## config.mk

```make
export PLATFORM = sky130hd
export DESIGN_NAME = sbus_slave
export DESIGN_NICKNAME = d
export VERILOG_FILES = /design/src/rtl/sbus_pkg.sv /design/src/rtl/sbus_sync.sv /design/src/rtl/sbus_regfile.sv /design/src/rtl/sbus_engine.sv /design/src/rtl/sbus_slave.sv
export SDC_FILE = /design/constraint.sdc
export NUM_CORES = 1
export LEC_CHECK = 0
export ABC_AREA = 1
export BUFFER_PORTS_ARGS = -buffer_cell sky130_fd_sc_hd__buf_4
export CAP_MARGIN = 20
export CORE_MARGIN = 3
export CORE_UTILIZATION = 58
export CTS_BUF_LIST = sky130_fd_sc_hd__clkbuf_8
export DETAILED_ROUTE_END_ITERATION = 10
export PLACE_DENSITY = 0.87
export SETUP_SLACK_MARGIN = 0.15
export SLEW_MARGIN = 20
export SYNTH_ARGS = -nofsm -noshare
export SYNTH_HDL_FRONTEND = slang
export SYNTH_HIERARCHICAL = 1
export SYNTH_SLANG_ARGS = --single-unit
```

## constraint.sdc

```tcl
create_clock -name clk -period 1.9 [get_ports clk]
set_input_delay 0.095 -clock clk [delete_from_list [all_inputs] [get_ports clk]]
set_output_delay 0.095 -clock clk [all_outputs]
set_load 0.005 [all_outputs]
```

## src/rtl/sbus_pkg.sv

```systemverilog
package sbus_pkg;
  localparam int REG_W = 16;
  localparam int BIT_PA = 0;
  localparam int BIT_LNA = 4;
  localparam int BIT_PDN = 14;
  localparam int BIT_SLC = 15;
  localparam logic [REG_W-1:0] RESET0 = 16'h0011;

  typedef enum logic [2:0] {
    ST_IDLE, ST_ADDR, ST_SUB, ST_WR, ST_RD, ST_WAIT
  } sbus_state_t;
endpackage

```

## src/rtl/sbus_sync.sv

```systemverilog
module sbus_sync #(
  parameter int W = 3,
  parameter int STAGES = 2
) (
  input  logic         clk,
  input  logic         rst_n,
  input  logic [W-1:0] din,
  output logic [W-1:0] lvl,
  output logic [W-1:0] rise,
  output logic [W-1:0] fall
);
  logic [W-1:0] pipe [STAGES];
  logic [W-1:0] prev;

  always_ff @(posedge clk or negedge rst_n) begin
    if (!rst_n) begin
      for (int i = 0; i < STAGES; i++) pipe[i] <= '1;
      prev <= '1;
    end else begin
      pipe[0] <= din;
      for (int i = 1; i < STAGES; i++) pipe[i] <= pipe[i-1];
      prev <= pipe[STAGES-1];
    end
  end

  assign lvl  = pipe[STAGES-1];
  assign rise = lvl & ~prev;
  assign fall = ~lvl & prev;
endmodule

```

## src/rtl/sbus_regfile.sv

```systemverilog
module sbus_regfile #(
  parameter int NUM_REGS = 16,
  localparam int RW = sbus_pkg::REG_W,
  localparam int AW = $clog2(NUM_REGS)
) (
  input  logic                   clk,
  input  logic                   rst_n,
  input  logic                   we,
  input  logic [AW-1:0]          waddr,
  input  logic [RW-1:0]          wdata,
  output logic [NUM_REGS*RW-1:0] flat
);
  logic [RW-1:0] regs [NUM_REGS];

  for (genvar g = 0; g < NUM_REGS; g++) begin : g_reg
    localparam logic [RW-1:0] RV = (g == 0) ? sbus_pkg::RESET0 : '0;
    always_ff @(posedge clk or negedge rst_n) begin
      if (!rst_n) regs[g] <= RV;
      else if (we && waddr == AW'(g)) regs[g] <= wdata;
    end
    assign flat[g*RW +: RW] = regs[g];
  end

  // a committed word appears in its register on the next cycle
  p_write_lands_r4: assert property (@(posedge clk) disable iff (!rst_n)
    we |=> regs[$past(waddr)] == $past(wdata));
  // without a write strobe the bank holds its contents
  p_hold_r5: assert property (@(posedge clk) disable iff (!rst_n)
    !we |=> $stable(flat));
endmodule

```

## src/rtl/sbus_engine.sv

```systemverilog
module sbus_engine #(
  parameter int NUM_REGS = 16,
  parameter logic [6:0] DEV_ADDR = 7'b1110000,
  parameter logic [7:0] RD_A = 8'h80,
  parameter logic [7:0] RD_B = 8'h81,
  localparam int RW = sbus_pkg::REG_W,
  localparam int AW = $clog2(NUM_REGS)
) (
  input  logic          clk,
  input  logic          rst_n,
  input  logic          mode_3w,
  input  logic          scl_lvl,
  input  logic          scl_rise,
  input  logic          scl_fall,
  input  logic          sda_lvl,
  input  logic          sda_rise,
  input  logic          sda_fall,
  input  logic          en_rise,
  input  logic          en_fall,
  input  logic [7:0]    stat_a,
  input  logic [7:0]    stat_b,
  output logic          sda_oe,
  output logic          we,
  output logic [AW-1:0] waddr,
  output logic [RW-1:0] wdata
);
  import sbus_pkg::*;
  localparam logic [7:0] NREG8 = 8'(NUM_REGS);

  sbus_state_t state;
  logic [3:0] cnt;
  logic [7:0] shreg, sub, tx, hi;
  logic hi_phase, m_nack;
  logic [7:0] rd_cur, rd_new;

  function automatic logic [7:0] rd_sel(input logic [7:0] a,
                                        input logic [7:0] sa,
                                        input logic [7:0] sb);
    if (a == RD_A) return sa;
    else if (a == RD_B) return sb;
    else return 8'h00;
  endfunction

  always_comb begin
    rd_cur = rd_sel(sub, stat_a, stat_b);
    rd_new = rd_sel(shreg, stat_a, stat_b);
  end

  always_ff @(posedge clk or negedge rst_n) begin
    if (!rst_n) begin
      state <= ST_IDLE; cnt <= '0; shreg <= '0; sub <= '0; tx <= '0;
      hi <= '0; hi_phase <= 1'b1; m_nack <= 1'b1; sda_oe <= 1'b0;
      we <= 1'b0; waddr <= '0; wdata <= '0;
    end else begin
      we <= 1'b0;
      if (mode_3w && en_rise) begin
        state <= ST_IDLE; sda_oe <= 1'b0;
      end else if (mode_3w && en_fall) begin
        state <= ST_SUB; cnt <= '0; sda_oe <= 1'b0; hi_phase <= 1'b1;
      end else if (!mode_3w && scl_lvl && sda_fall) begin
        state <= ST_ADDR; cnt <= '0; sda_oe <= 1'b0;
      end else if (!mode_3w && scl_lvl && sda_rise) begin
        state <= ST_IDLE; sda_oe <= 1'b0;
      end else if (state != ST_IDLE && state != ST_WAIT) begin
        if (scl_rise) begin
          if (cnt < 4'd8) begin
            shreg <= {shreg[6:0], sda_lvl};
            cnt <= cnt + 4'd1;
          end else if (cnt == 4'd8) begin
            m_nack <= sda_lvl;
            cnt <= 4'd9;
          end
        end else if (scl_fall) begin
          if (state == ST_RD) begin
            if (cnt >= 4'd1 && cnt <= 4'd7) begin
              sda_oe <= ~tx[3'(4'd7 - cnt)];
            end else if (cnt == 4'd8) begin
              if (mode_3w) begin cnt <= '0; sda_oe <= ~tx[7]; end
              else sda_oe <= 1'b0;
            end else if (cnt == 4'd9) begin
              if (!m_nack) begin cnt <= '0; sda_oe <= ~tx[7]; end
              else begin state <= ST_WAIT; sda_oe <= 1'b0; end
            end
          end else if (cnt == 4'd8) begin
            if (mode_3w) cnt <= '0;
            case (state)
              ST_ADDR: begin
                if (shreg[7:1] == DEV_ADDR) begin
                  sda_oe <= 1'b1;
                  if (shreg[0]) begin state <= ST_RD; tx <= rd_cur; end
                  else state <= ST_SUB;
                end else begin
                  state <= ST_WAIT; cnt <= '0;
                end
              end
              ST_SUB: begin
                sub <= shreg; hi_phase <= 1'b1;
                if (mode_3w && shreg[7]) begin
                  state <= ST_RD; tx <= rd_new; sda_oe <= ~rd_new[7];
                end else begin
                  state <= ST_WR; sda_oe <= !mode_3w;
                end
              end
              ST_WR: begin
                sda_oe <= !mode_3w;
                if (hi_phase) begin
                  hi <= shreg; hi_phase <= 1'b0;
                end else begin
                  we <= (sub < NREG8);
                  waddr <= sub[AW-1:0];
                  wdata <= {hi, shreg};
                  sub <= sub + 8'd1;
                  hi_phase <= 1'b1;
                end
              end
              default: ;
            endcase
          end else if (cnt == 4'd9) begin
            sda_oe <= 1'b0; cnt <= '0;
          end
        end
      end
    end
  end

  // the line is only taken while the clock is low
  p_take_clk_low_r9: assert property (@(posedge clk) disable iff (!rst_n)
    $rose(sda_oe) |-> !scl_lvl);
  // idle and rejected transfers never drive the line
  p_quiet_idle_r2: assert property (@(posedge clk) disable iff (!rst_n)
    (state == ST_IDLE || state == ST_WAIT) |-> !sda_oe);
  // in 3-wire mode the line is driven only for read data
  p_no_ack_3w_r1: assert property (@(posedge clk) disable iff (!rst_n)
    (mode_3w && sda_oe) |-> state == ST_RD);
  // bit position never leaves the 9-slot frame
  p_bit_frame_r3: assert property (@(posedge clk) disable iff (!rst_n)
    cnt <= 4'd9);
endmodule

```

## src/rtl/sbus_slave.sv

```systemverilog
module sbus_slave #(
  parameter int NUM_REGS = 16,
  parameter int SYNC_STAGES = 2,
  parameter logic [6:0] DEV_ADDR = 7'b1110000,
  localparam int RW = sbus_pkg::REG_W,
  localparam int AW = $clog2(NUM_REGS)
) (
  input  logic                   clk,
  input  logic                   rst_n,
  input  logic                   mode_3w,
  input  logic                   scl,
  input  logic                   sda_i,
  input  logic                   en_n,
  input  logic [7:0]             stat_a,
  input  logic [7:0]             stat_b,
  output logic                   sda_oe,
  output logic [NUM_REGS*RW-1:0] cfg_all,
  output logic                   pa_high,
  output logic                   lna_high,
  output logic                   pwr_down,
  output logic                   slicer_peak
);
  logic [2:0] lvl, rise, fall;
  logic we;
  logic [AW-1:0] waddr;
  logic [RW-1:0] wdata;

  sbus_sync #(.W(3), .STAGES(SYNC_STAGES)) u_sync (
    .clk(clk), .rst_n(rst_n), .din({en_n, sda_i, scl}),
    .lvl(lvl), .rise(rise), .fall(fall));

  sbus_engine #(.NUM_REGS(NUM_REGS), .DEV_ADDR(DEV_ADDR)) u_eng (
    .clk(clk), .rst_n(rst_n), .mode_3w(mode_3w),
    .scl_lvl(lvl[0]), .scl_rise(rise[0]), .scl_fall(fall[0]),
    .sda_lvl(lvl[1]), .sda_rise(rise[1]), .sda_fall(fall[1]),
    .en_rise(rise[2]), .en_fall(fall[2]),
    .stat_a(stat_a), .stat_b(stat_b), .sda_oe(sda_oe),
    .we(we), .waddr(waddr), .wdata(wdata));

  sbus_regfile #(.NUM_REGS(NUM_REGS)) u_regs (
    .clk(clk), .rst_n(rst_n), .we(we), .waddr(waddr), .wdata(wdata),
    .flat(cfg_all));

  assign pa_high     = cfg_all[sbus_pkg::BIT_PA];
  assign lna_high    = cfg_all[sbus_pkg::BIT_LNA];
  assign pwr_down    = cfg_all[sbus_pkg::BIT_PDN];
  assign slicer_peak = cfg_all[sbus_pkg::BIT_SLC];
endmodule

```

Word level (Yosys, flattened, before mapping)
Index checks and enable logic that the tools add are counted.
- flip-flop bits (word level): 328
- input bits: 22
- output and inout port bits: 261
- add/subtract/negate cells: 3
- $lt $le $gt $ge: 5
- equal/unequal tests: 46
- multiplexer cells: 86
- bitwise logic cells: 15
- reductions and logical operators: 53
- operators by type and width (kind ; number):
    $mux W4 ; 18
    $mux W8 ; 8
    $mux W3 ; 16
    $eq A4 B4 Y1 const B ; 10
    $mux W1 ; 38
    $reduce_and A11 Y1 ; 3
    $eq A8 B8 Y1 const B ; 4
    $pmux W8 S2 ; 2
    $reduce_and A9 Y1 ; 3
    $logic_and A1 B1 Y1 ; 24
    $reduce_bool A7 Y1 ; 3
    $ne A6 B2 Y1 const B ; 3
    $reduce_bool A6 Y1 ; 3
    $eq A4 B3 Y1 const B ; 4
    $ne A2 B1 Y1 const B ; 7
    $reduce_and A7 Y1 ; 2
    $reduce_and A13 Y1 ; 1
    $not A1 Y1 ; 11
    $ne A5 B1 Y1 const B ; 2
    $reduce_bool A2 Y1 ; 5
    $reduce_bool A5 Y1 ; 2
    $ne A9 B5 Y1 const B ; 1
    $reduce_bool A3 Y1 ; 3
    $add A8 B1 Y8 const B ; 1
    30 further kinds ; 34

Logic depth before layout (Yosys ltp)
Gate-level depths: netlist of the first run.
- depth in word-level cells: 15
- depth in mapped cells: 12

Hierarchy
Netlist of the first run, hierarchy kept.
- by module, submodules not included (module ; times used ; cells an instance ; area each (µm²) ; seq. area each (µm²)):
    sbus_regfile ; 1 ; 1231 ; 10764.1 ; 6408.6
    sbus_engine ; 1 ; 552 ; 3902.5 ; 1579.0
    sbus_sync ; 1 ; 24 ; 304.0 ; 236.5
    sbus_slave ; 1 ; 4 ; 30.0 ; 0.0

Worst setup path before layout of the first run
Ideal clock, no wire load.
- kind: register -> register
- start point: reg u_eng.cnt[0]
- end point: reg u_eng.state[1]
- library setup time: 116 ps
- data arrival time: 1623 ps
- required time: 1784 ps
- path slack: 161 ps
- cell stages (with the launch flop): 12
- buffers on the path: 1
- period minus slack after synthesis: 1739 ps
- cell sequence: dfrtp_1 -> buf_2 -> clkinv_1 -> ha_1 -> a21oi_1 -> nand2_1 -> nand3_1 -> nand2_1 -> nand3_2 -> inv_1 -> nand2_1 -> nand2_1
- cells in the longest elaborated chain, start to end: 4
- elaborated cells between the ends (all ways): 10
- ends and longest elaborated chain (item ; RTL line ; RTL):
    start: declaration ; sbus_engine.sv:31 ; logic [3:0] cnt;
    start signal: assignment ; sbus_engine.sv:68 ; cnt <= cnt + 4'd1;
    $ge A4 B1 Y1 or $le A4 B3 Y1 (tied branches) ; sbus_engine.sv:75 ; if (cnt >= 4'd1 && cnt <= 4'd7) begin
    $logic_and A1 B1 Y1 ; sbus_engine.sv:75 ;
    $ne A6 B2 Y1 (no source line) ; - ;
    $reduce_and A9 Y1 (no source line) (*) ; - ;
    end signal: assignment ; sbus_engine.sv:82 ; else begin state <= ST_WAIT; sda_oe <= 1'b0; end
    end signal: assignment ; sbus_engine.sv:90 ; if (shreg[0]) begin state <= ST_RD; tx <= rd_cur; end
    end signal: assignment ; sbus_engine.sv:91 ; else state <= ST_SUB;
    end: declaration ; sbus_engine.sv:30 ; sbus_state_t state;
Every way passes the cells marked *; elsewhere a longest branch is shown, timed or not.
A chain may end at the register's enable or synchronous reset.

Final worst setup path of the first run
- start point: reg u_sync.pipe (netlist bit u_sync/lvl[2])
- end point: reg u_eng.wdata[6]
- cells in the longest elaborated chain, start to end: 5
- elaborated cells between the ends (all ways): 8
- ends and longest elaborated chain (item ; RTL line ; RTL):
    start: declaration ; sbus_sync.sv:12 ; logic [W-1:0] pipe [STAGES];
    $not A3 Y3 ; sbus_sync.sv:28 ; assign fall = ~lvl & prev;
    $and A3 B3 Y3 ; sbus_sync.sv:28 ;
    via fall[2] ; sbus_slave.sv:23 ; logic [2:0] lvl, rise, fall;
    $logic_and A1 B1 Y1 ; sbus_engine.sv:58 ; end else if (mode_3w && en_fall) begin
    $not A1 Y1 (no source line) ; - ;
    $reduce_and A11 Y1 (no source line) ; - ;
    end signal: assignment ; sbus_engine.sv:111 ; wdata <= {hi, shreg};
    end: declaration ; sbus_engine.sv:25 ; output logic [RW-1:0] wdata
The timed path passes the listed nets, and every way through them passes these cells.

==> impl_metrics.env, run 1 <==
export IMPL_drt_pass1_iterations=6
export IMPL_vdd_ir_drop_worst_uv=548
export IMPL_route_detailed_vias_per_inst=5.76
export IMPL_cp_num_cells=10
export IMPL_grt_usage=0.337
export IMPL_buffer_levels_on_the_longest_clock_path=3
export IMPL_postSynthCellCount=1810
export IMPL_layout_area_seq_um2=8230
export IMPL_hold_ws_ns=0.0435
export IMPL_arrival_ns=2.22
export IMPL_core_area_um2=25300
export IMPL_grt_ovfl_total=0
export IMPL_syn_cell_area_um2=15000
export IMPL_cp_slowest_cell="dfstp_2"
export IMPL_initial_antenna_violation_count=0
export IMPL_grt_start_max_net_pins=87
export IMPL_critical_path_class="reg -> reg"
export IMPL_layout_area_overhead_vs_synth_pct=30.0
export IMPL_cts_inserted_buffers=52
export IMPL_path_buf_inv=2
export IMPL_root_buffer="clkbuf_8"
export IMPL_yosysWarningCount=6
export IMPL_drv_cap=0
export IMPL_power_per_cell_area_nw_per_um2=844
export IMPL_cts_tree="done"
export IMPL_initialDrtViolationCount=1913
export IMPL_drcViolationCount=0
export IMPL_fin_nets=2178
export IMPL_timing_critical_path_from_type="flop"
export IMPL_power_leakage_nw=10.7
export IMPL_final_hold_viol_count=0
export IMPL_final_min_clock_period_ns=1.77
export IMPL_clk_pin_slew_ns=0.06
export IMPL_timing_max_slew_rel_slack=0.245
export IMPL_route_antenna_remaining_nets=0
export IMPL_n_antenna_cell=0
export IMPL_max_stage_delay_ns=0.53
export IMPL_rsz_0062_raised_after_global_routing="true"
export IMPL_start_util=0.592
export IMPL_syn_area_per_cell_um2=8.28
export IMPL_floorplan_die_width_um=167
export IMPL_placement_io_buffers=282
export IMPL_crit_top_cell="nor2_4"
export IMPL_via_count=14524
export IMPL_critPathMaxFanout=20
export IMPL_clock_sinks=328
export IMPL_run_status="complete, no violations"
export IMPL_cp_data_required_time_ns=2.35
export IMPL_final_fill_count=1685
export IMPL_layout_cell_share_with_drive_strength_beyond_1=0.266
export IMPL_grt_first_pass_wirelength_mm=75.9
export IMPL_wl_per_cell_um=19.2
export IMPL_critical_path_top_delay_family="simple AND/OR/NAND/NOR gates"
export IMPL_routed_wirelength_mm=48.5
export IMPL_final_period_utilization=0.931
export IMPL_finalSetupViolCount=0
export IMPL_finalWeightedCongestion=0.914
export IMPL_area_of_the_multi_input_gates_um2=5920
export IMPL_floorplan_die_area_um2=27800
export IMPL_mostFrequentLayoutCells="nand2_1, buf_4, dfrtp_1, inv_1, nand4_1"
export IMPL_setup_worst_path_end_class="flop"
export IMPL_tightest_pin_transition_ns=1.13
export IMPL_placement_rows=58
export IMPL_ff2ff_path_depth=10
export IMPL_finClkSkew_ns=0.0357
export IMPL_fin_setup_tns_ns=0
export IMPL_worstHoldPathType="in -> async"
export IMPL_cts_htree_levels=2
export IMPL_clock_latency_ns=0.59
export IMPL_floorplan_io_pins=283
export IMPL_die_height_um=167
export IMPL_final_max_slew_viol_count=0
export IMPL_cp_cell_sequence="nor2_2 > nand2_2 > inv_4 > nor2_4 > nand2_4 > nor2_4 > nand4_4 > buf_12 > nand2_1 > o21ai_1"
export IMPL_most_common_cell_after_layout_fill_and_taps_aside="nand2_1"
export IMPL_fmaxAchievable_mhz=565
export IMPL_post_dp_hpwl_mm=31.9
export IMPL_grt_pass1_vias=14297
export IMPL_synth_net_count=1839
## through the flow
| stage | total power (W) | utilization | instances | setup slack, ns | cell area [µm²] |
|---|---|---|---|---|---|
| finish | 0.0164 | 0.769 | 2523 | 0.131 | 19500 |
| global route | 0.0171 | 0.769 | 2523 | 0.0483 | 19500 |
| CTS | 0.0161 | 0.757 | 2513 | 0.106 | 19200 |
| detailed placement | 0.00986 | 0.701 | 2388 | 0.0308 | 17700 |
| global placement | 0.00981 | 0.701 | 2388 | 0.0671 | 17700 |
| floorplan | 0.00893 | - | 1810 | 0.161 | 15000 |
## worst reg2reg max path: stages, from the launching register on
cell and delay (ns):
dfstp_2 0.53, nor2_2 0.04, nand2_2 0.12, inv_4 0.05, nor2_4 0.17, nand2_4 0.10
nor2_4 0.15, nand4_4 0.16, buf_12 0.19, nand2_1 0.06, o21ai_1 0.08
## sequential cells by signal, indices dropped and copies added (netlist names), 3 cells and up
signal,count
u_eng/shreg,8
u_eng/hi,8
u_eng/cnt,4
u_sync/prev,3
u_eng/state,3
u_eng/waddr,4
u_sync/pipe,3
u_eng/sub,8
u_regs/flat,256
u_sync/lvl,3
u_eng/wdata,16
u_eng/tx,8
## final cells by class
type | count | share of cell area
multi-input cells | 1223 | 0.304
flip-flops and latches | 328 | 0.422
inverters | 141 | 0.0277
repair buffers | 403 | 0.168
clock buffers | 72 | 0.0509
well taps | 330 | 0.0212
clock inverters | 26 | 0.00623
## layer usage
metal | GRT usage | vias up | routed length [µm]
met1 | 0.435 | 6976 | 17900
met2 | 0.552 | 936 | 23300
li1 | - | 6429 | -
met3 | 0.0627 | 183 | 4820
met4 | 0.168 | 0 | 2470
met5 | 0 | - | 0
## worst paths after layout
path | startpoint | end | slack, ns
max | u_sync/lvl[2]$_DFF_PN1_ | u_eng/wdata[6]$_DFFE_PN0P_ | 0.13
min | rst_n | u_regs/flat[164]$_DFFE_PN0P_ | 0.04
max reg2reg | u_sync/lvl[2]$_DFF_PN1_ | u_eng/wdata[6]$_DFFE_PN0P_ | 0.13
min reg2reg | u_sync/pipe[4]$_DFF_PN1_ | u_sync/lvl[1]$_DFF_PN1_ | 0.35
max in group asynchronous | rst_n | u_regs/flat[126]$_DFFE_PN0P_ | 1.07
min in group clk | mode_3w | u_eng/hi_phase$_DFFE_PN1P_ | 0.06
## what timing repair did
| item | CTS | global route |
|---|---|---|
| endpoints found under the hold margin | 336 | 0 |
| pin swaps | 6 | 13 |
| buffers inserted | 6 | 9 |
| setup endpoints to repair | 63 | 120 |
| hold buffers | 20 | 0 |
| cloned | 1 | 1 |
| resized for setup | 13 | 51 |
## where the power goes
part / leakage (nW) / switching [W] / total, W / internal, W
clock network: 0.644 / 0.00282 / 0.00620 / 0.00338
registers: 4.52 / 0.000164 / 0.00733 / 0.00717
logic: 5.53 / 0.00194 / 0.00291 / 0.000973
No activity file was read; power rests on OpenSTA's default activity.
==> run 2, diff against run 1 <==
--- a/config.mk
+++ b/config.mk
@@ -8,8 +8,10 @@
 export ABC_AREA = 1
 export BUFFER_PORTS_ARGS = -buffer_cell sky130_fd_sc_hd__buf_4
 export CAP_MARGIN = 20
+export CELL_PAD_IN_SITES_DETAIL_PLACEMENT = 0
+export CELL_PAD_IN_SITES_GLOBAL_PLACEMENT = 1
 export CORE_MARGIN = 3
-export CORE_UTILIZATION = 58
+export CORE_UTILIZATION = 43
 export CTS_BUF_LIST = sky130_fd_sc_hd__clkbuf_8
 export DETAILED_ROUTE_END_ITERATION = 10
 export PLACE_DENSITY = 0.87
==> run 2 against run 1 <==
  * Power barely moved
  * Flip-flop and latch count did not move
  * Critical endpoint is now u_eng/wdata[1]$_DFFE_PN0P_
  * Clock-buffer cell count fell by 5
  * Die area rose by 34%
==> impl_metrics.env, run 2 (synthesis gave the netlist of run 1 again) <==
export IMPL_n_antenna_cell=0
export IMPL_clock_latency_ns=0.60
export IMPL_die_height_um=193
export IMPL_initialDrtViolationCount=898
export IMPL_setup_worst_path_end_class="flop"
export IMPL_route_detailed_vias_per_inst=5.19
export IMPL_critPathMaxFanout=20
export IMPL_final_hold_viol_count=0
export IMPL_floorplan_die_area_um2=37100
export IMPL_core_area_um2=34000
export IMPL_routed_wirelength_mm=49.4
export IMPL_final_period_utilization=0.966
export IMPL_cp_data_required_time_ns=2.36
export IMPL_final_max_slew_viol_count=0
export IMPL_drv_cap=0
export IMPL_area_of_the_multi_input_gates_um2=5890
export IMPL_floorplan_die_width_um=193
export IMPL_fmaxAchievable_mhz=545
export IMPL_power_leakage_nw=10.7
export IMPL_grt_first_pass_wirelength_mm=74.9
export IMPL_cts_htree_levels=2
export IMPL_grt_pass1_vias=13259
export IMPL_route_antenna_remaining_nets=0
export IMPL_post_dp_hpwl_mm=33.2
export IMPL_final_fill_count=3071
export IMPL_timing_max_slew_rel_slack=0.171
export IMPL_buffer_levels_on_the_longest_clock_path=3
export IMPL_fin_area_um2=19600
export IMPL_worstHoldPathType="in -> async"
export IMPL_power_per_cell_area_nw_per_um2=837
export IMPL_layout_cell_share_with_drive_strength_beyond_1=0.267
export IMPL_grt_usage=0.259
export IMPL_floorplan_io_pins=283
export IMPL_cts_tree="done"
export IMPL_clock_sinks=328
export IMPL_root_buffer="clkbuf_8"
export IMPL_clk_pin_slew_ns=0.06
export IMPL_layout_area_overhead_vs_synth_pct=31.0
export IMPL_grt_start_max_net_pins=87
export IMPL_layout_area_seq_um2=8230
export IMPL_finClkSkew_ns=0.0327
export IMPL_vdd_ir_drop_worst_uv=449
export IMPL_run_status="complete, no violations"
export IMPL_wl_per_cell_um=18.7
export IMPL_initial_antenna_violation_count=0
export IMPL_detailed_place_area_um2=17900
export IMPL_placement_io_buffers=282
export IMPL_start_util=0.442
export IMPL_fin_nets=2182
export IMPL_most_common_cell_after_layout_fill_and_taps_aside="nand2_1"
export IMPL_drt_pass1_iterations=5
export IMPL_grt_ovfl_total=0
export IMPL_cts_inserted_buffers=55
export IMPL_rsz_0062_raised_after_global_routing="true"
export IMPL_post_place_cells=2505
export IMPL_tightest_pin_transition_ns=1.24
export IMPL_largest_register_ffs=256
export IMPL_timing_critical_path_from_type="flop"
export IMPL_finalSetupViolCount=0
export IMPL_critical_path_class="reg -> reg"
export IMPL_final_instance_count_excl_fill=2646
export IMPL_finalWeightedCongestion=0.901
export IMPL_final_min_clock_period_ns=1.84
export IMPL_arrival_ns=2.29
export IMPL_mostFrequentLayoutCells="nand2_1, buf_4, dfrtp_1, inv_1, nand4_1"
export IMPL_via_count=13736
export IMPL_placement_rows=67
export IMPL_drcViolationCount=0
[run 2: changes by cell type in the layout (fill, tap and decap cells not counted), sizes merged]
cell      delta
clkinv       +7
inv          +3
bufinv       +2
clkinvlp     -3
buf          -1
clkbuf       -3
[run 2: stage by stage]
| step | setup TNS [ns] | utilization | setup slack [ns] | hold WS, ns | power [W] |
|---|---|---|---|---|---|
| floorplan | 0 | - | 0.161 | -0.201 | 0.00893 |
| global placement | 0 | 0.526 | 0.0824 | 0.103 | 0.00985 |
| detailed placement | 0 | 0.526 | 0.0618 | 0.113 | 0.00987 |
| CTS | 0 | 0.569 | 0.141 | 0.00553 | 0.0164 |
| global route | -0.0184 | 0.579 | -0.00843 | 0.0568 | 0.0172 |
| finish | 0 | 0.579 | 0.0637 | 0.0385 | 0.0164 |
[run 2: power breakdown]
group | total (W) | switching [W] | internal [W]
logic | 0.00271 | 0.00183 | 0.000885
registers | 0.00736 | 0.000185 | 0.00717
clock network | 0.00638 | 0.00292 | 0.00346
[run 2: critical path, stage by stage (launching register included)]
cell	delay [ns]
dfstp_2	0.54
nor2_2	0.05
nand2_2	0.10
inv_2	0.06
nor2_4	0.13
nand2_4	0.09
nor2_4	0.17
nand4_4	0.20
clkbuf_16	0.25
nand2_1	0.06
o21ai_1	0.05
[run 2: layout make-up]
cell class,count,area share
multi-input combinational,1223,0.300
clock inverter,35,0.0106
tap,448,0.0285
timing repair buffer,404,0.168
clock buffer,67,0.0469
inverter,141,0.0272
sequential,328,0.419
[run 2: what timing repair did]
item	in CTS	in global routing
endpoints found under the setup margin	50	142
hold buffers	20	0
pin swaps	4	16
setup buffers	5	10
resized for setup	15	42
hold endpoints to repair	327	0
cloned	1	3
[run 2: worst paths after layout]
check                                         startpoint                            to  slack, ns  cells past startpoint
max in group asynchronous                          rst_n    u_eng/hi_phase$_DFFE_PN1P_       1.10                      3
worst min-delay path                               rst_n  u_regs/flat[238]$_DFFE_PN0P_       0.04                      2
worst max-delay path             u_sync/lvl[2]$_DFF_PN1_    u_eng/wdata[1]$_DFFE_PN0P_       0.06                     10
worst min register to register  u_sync/pipe[3]$_DFF_PN1_       u_sync/lvl[0]$_DFF_PN1_       0.35                      0
min in group clk                                 mode_3w      u_eng/cnt[3]$_DFFE_PN0P_       0.05                      6
worst max register to register   u_sync/lvl[2]$_DFF_PN1_    u_eng/wdata[1]$_DFFE_PN0P_       0.06                     10
[run 2: layer usage]
| metal | global-route usage | part of all wire |
|---|---|---|
| met5 | 0 | 0 |
| met1 | 0.344 | 0.41 |
| met4 | 0.0908 | 0.033 |
| met2 | 0.424 | 0.48 |
| met3 | 0.0496 | 0.077 |
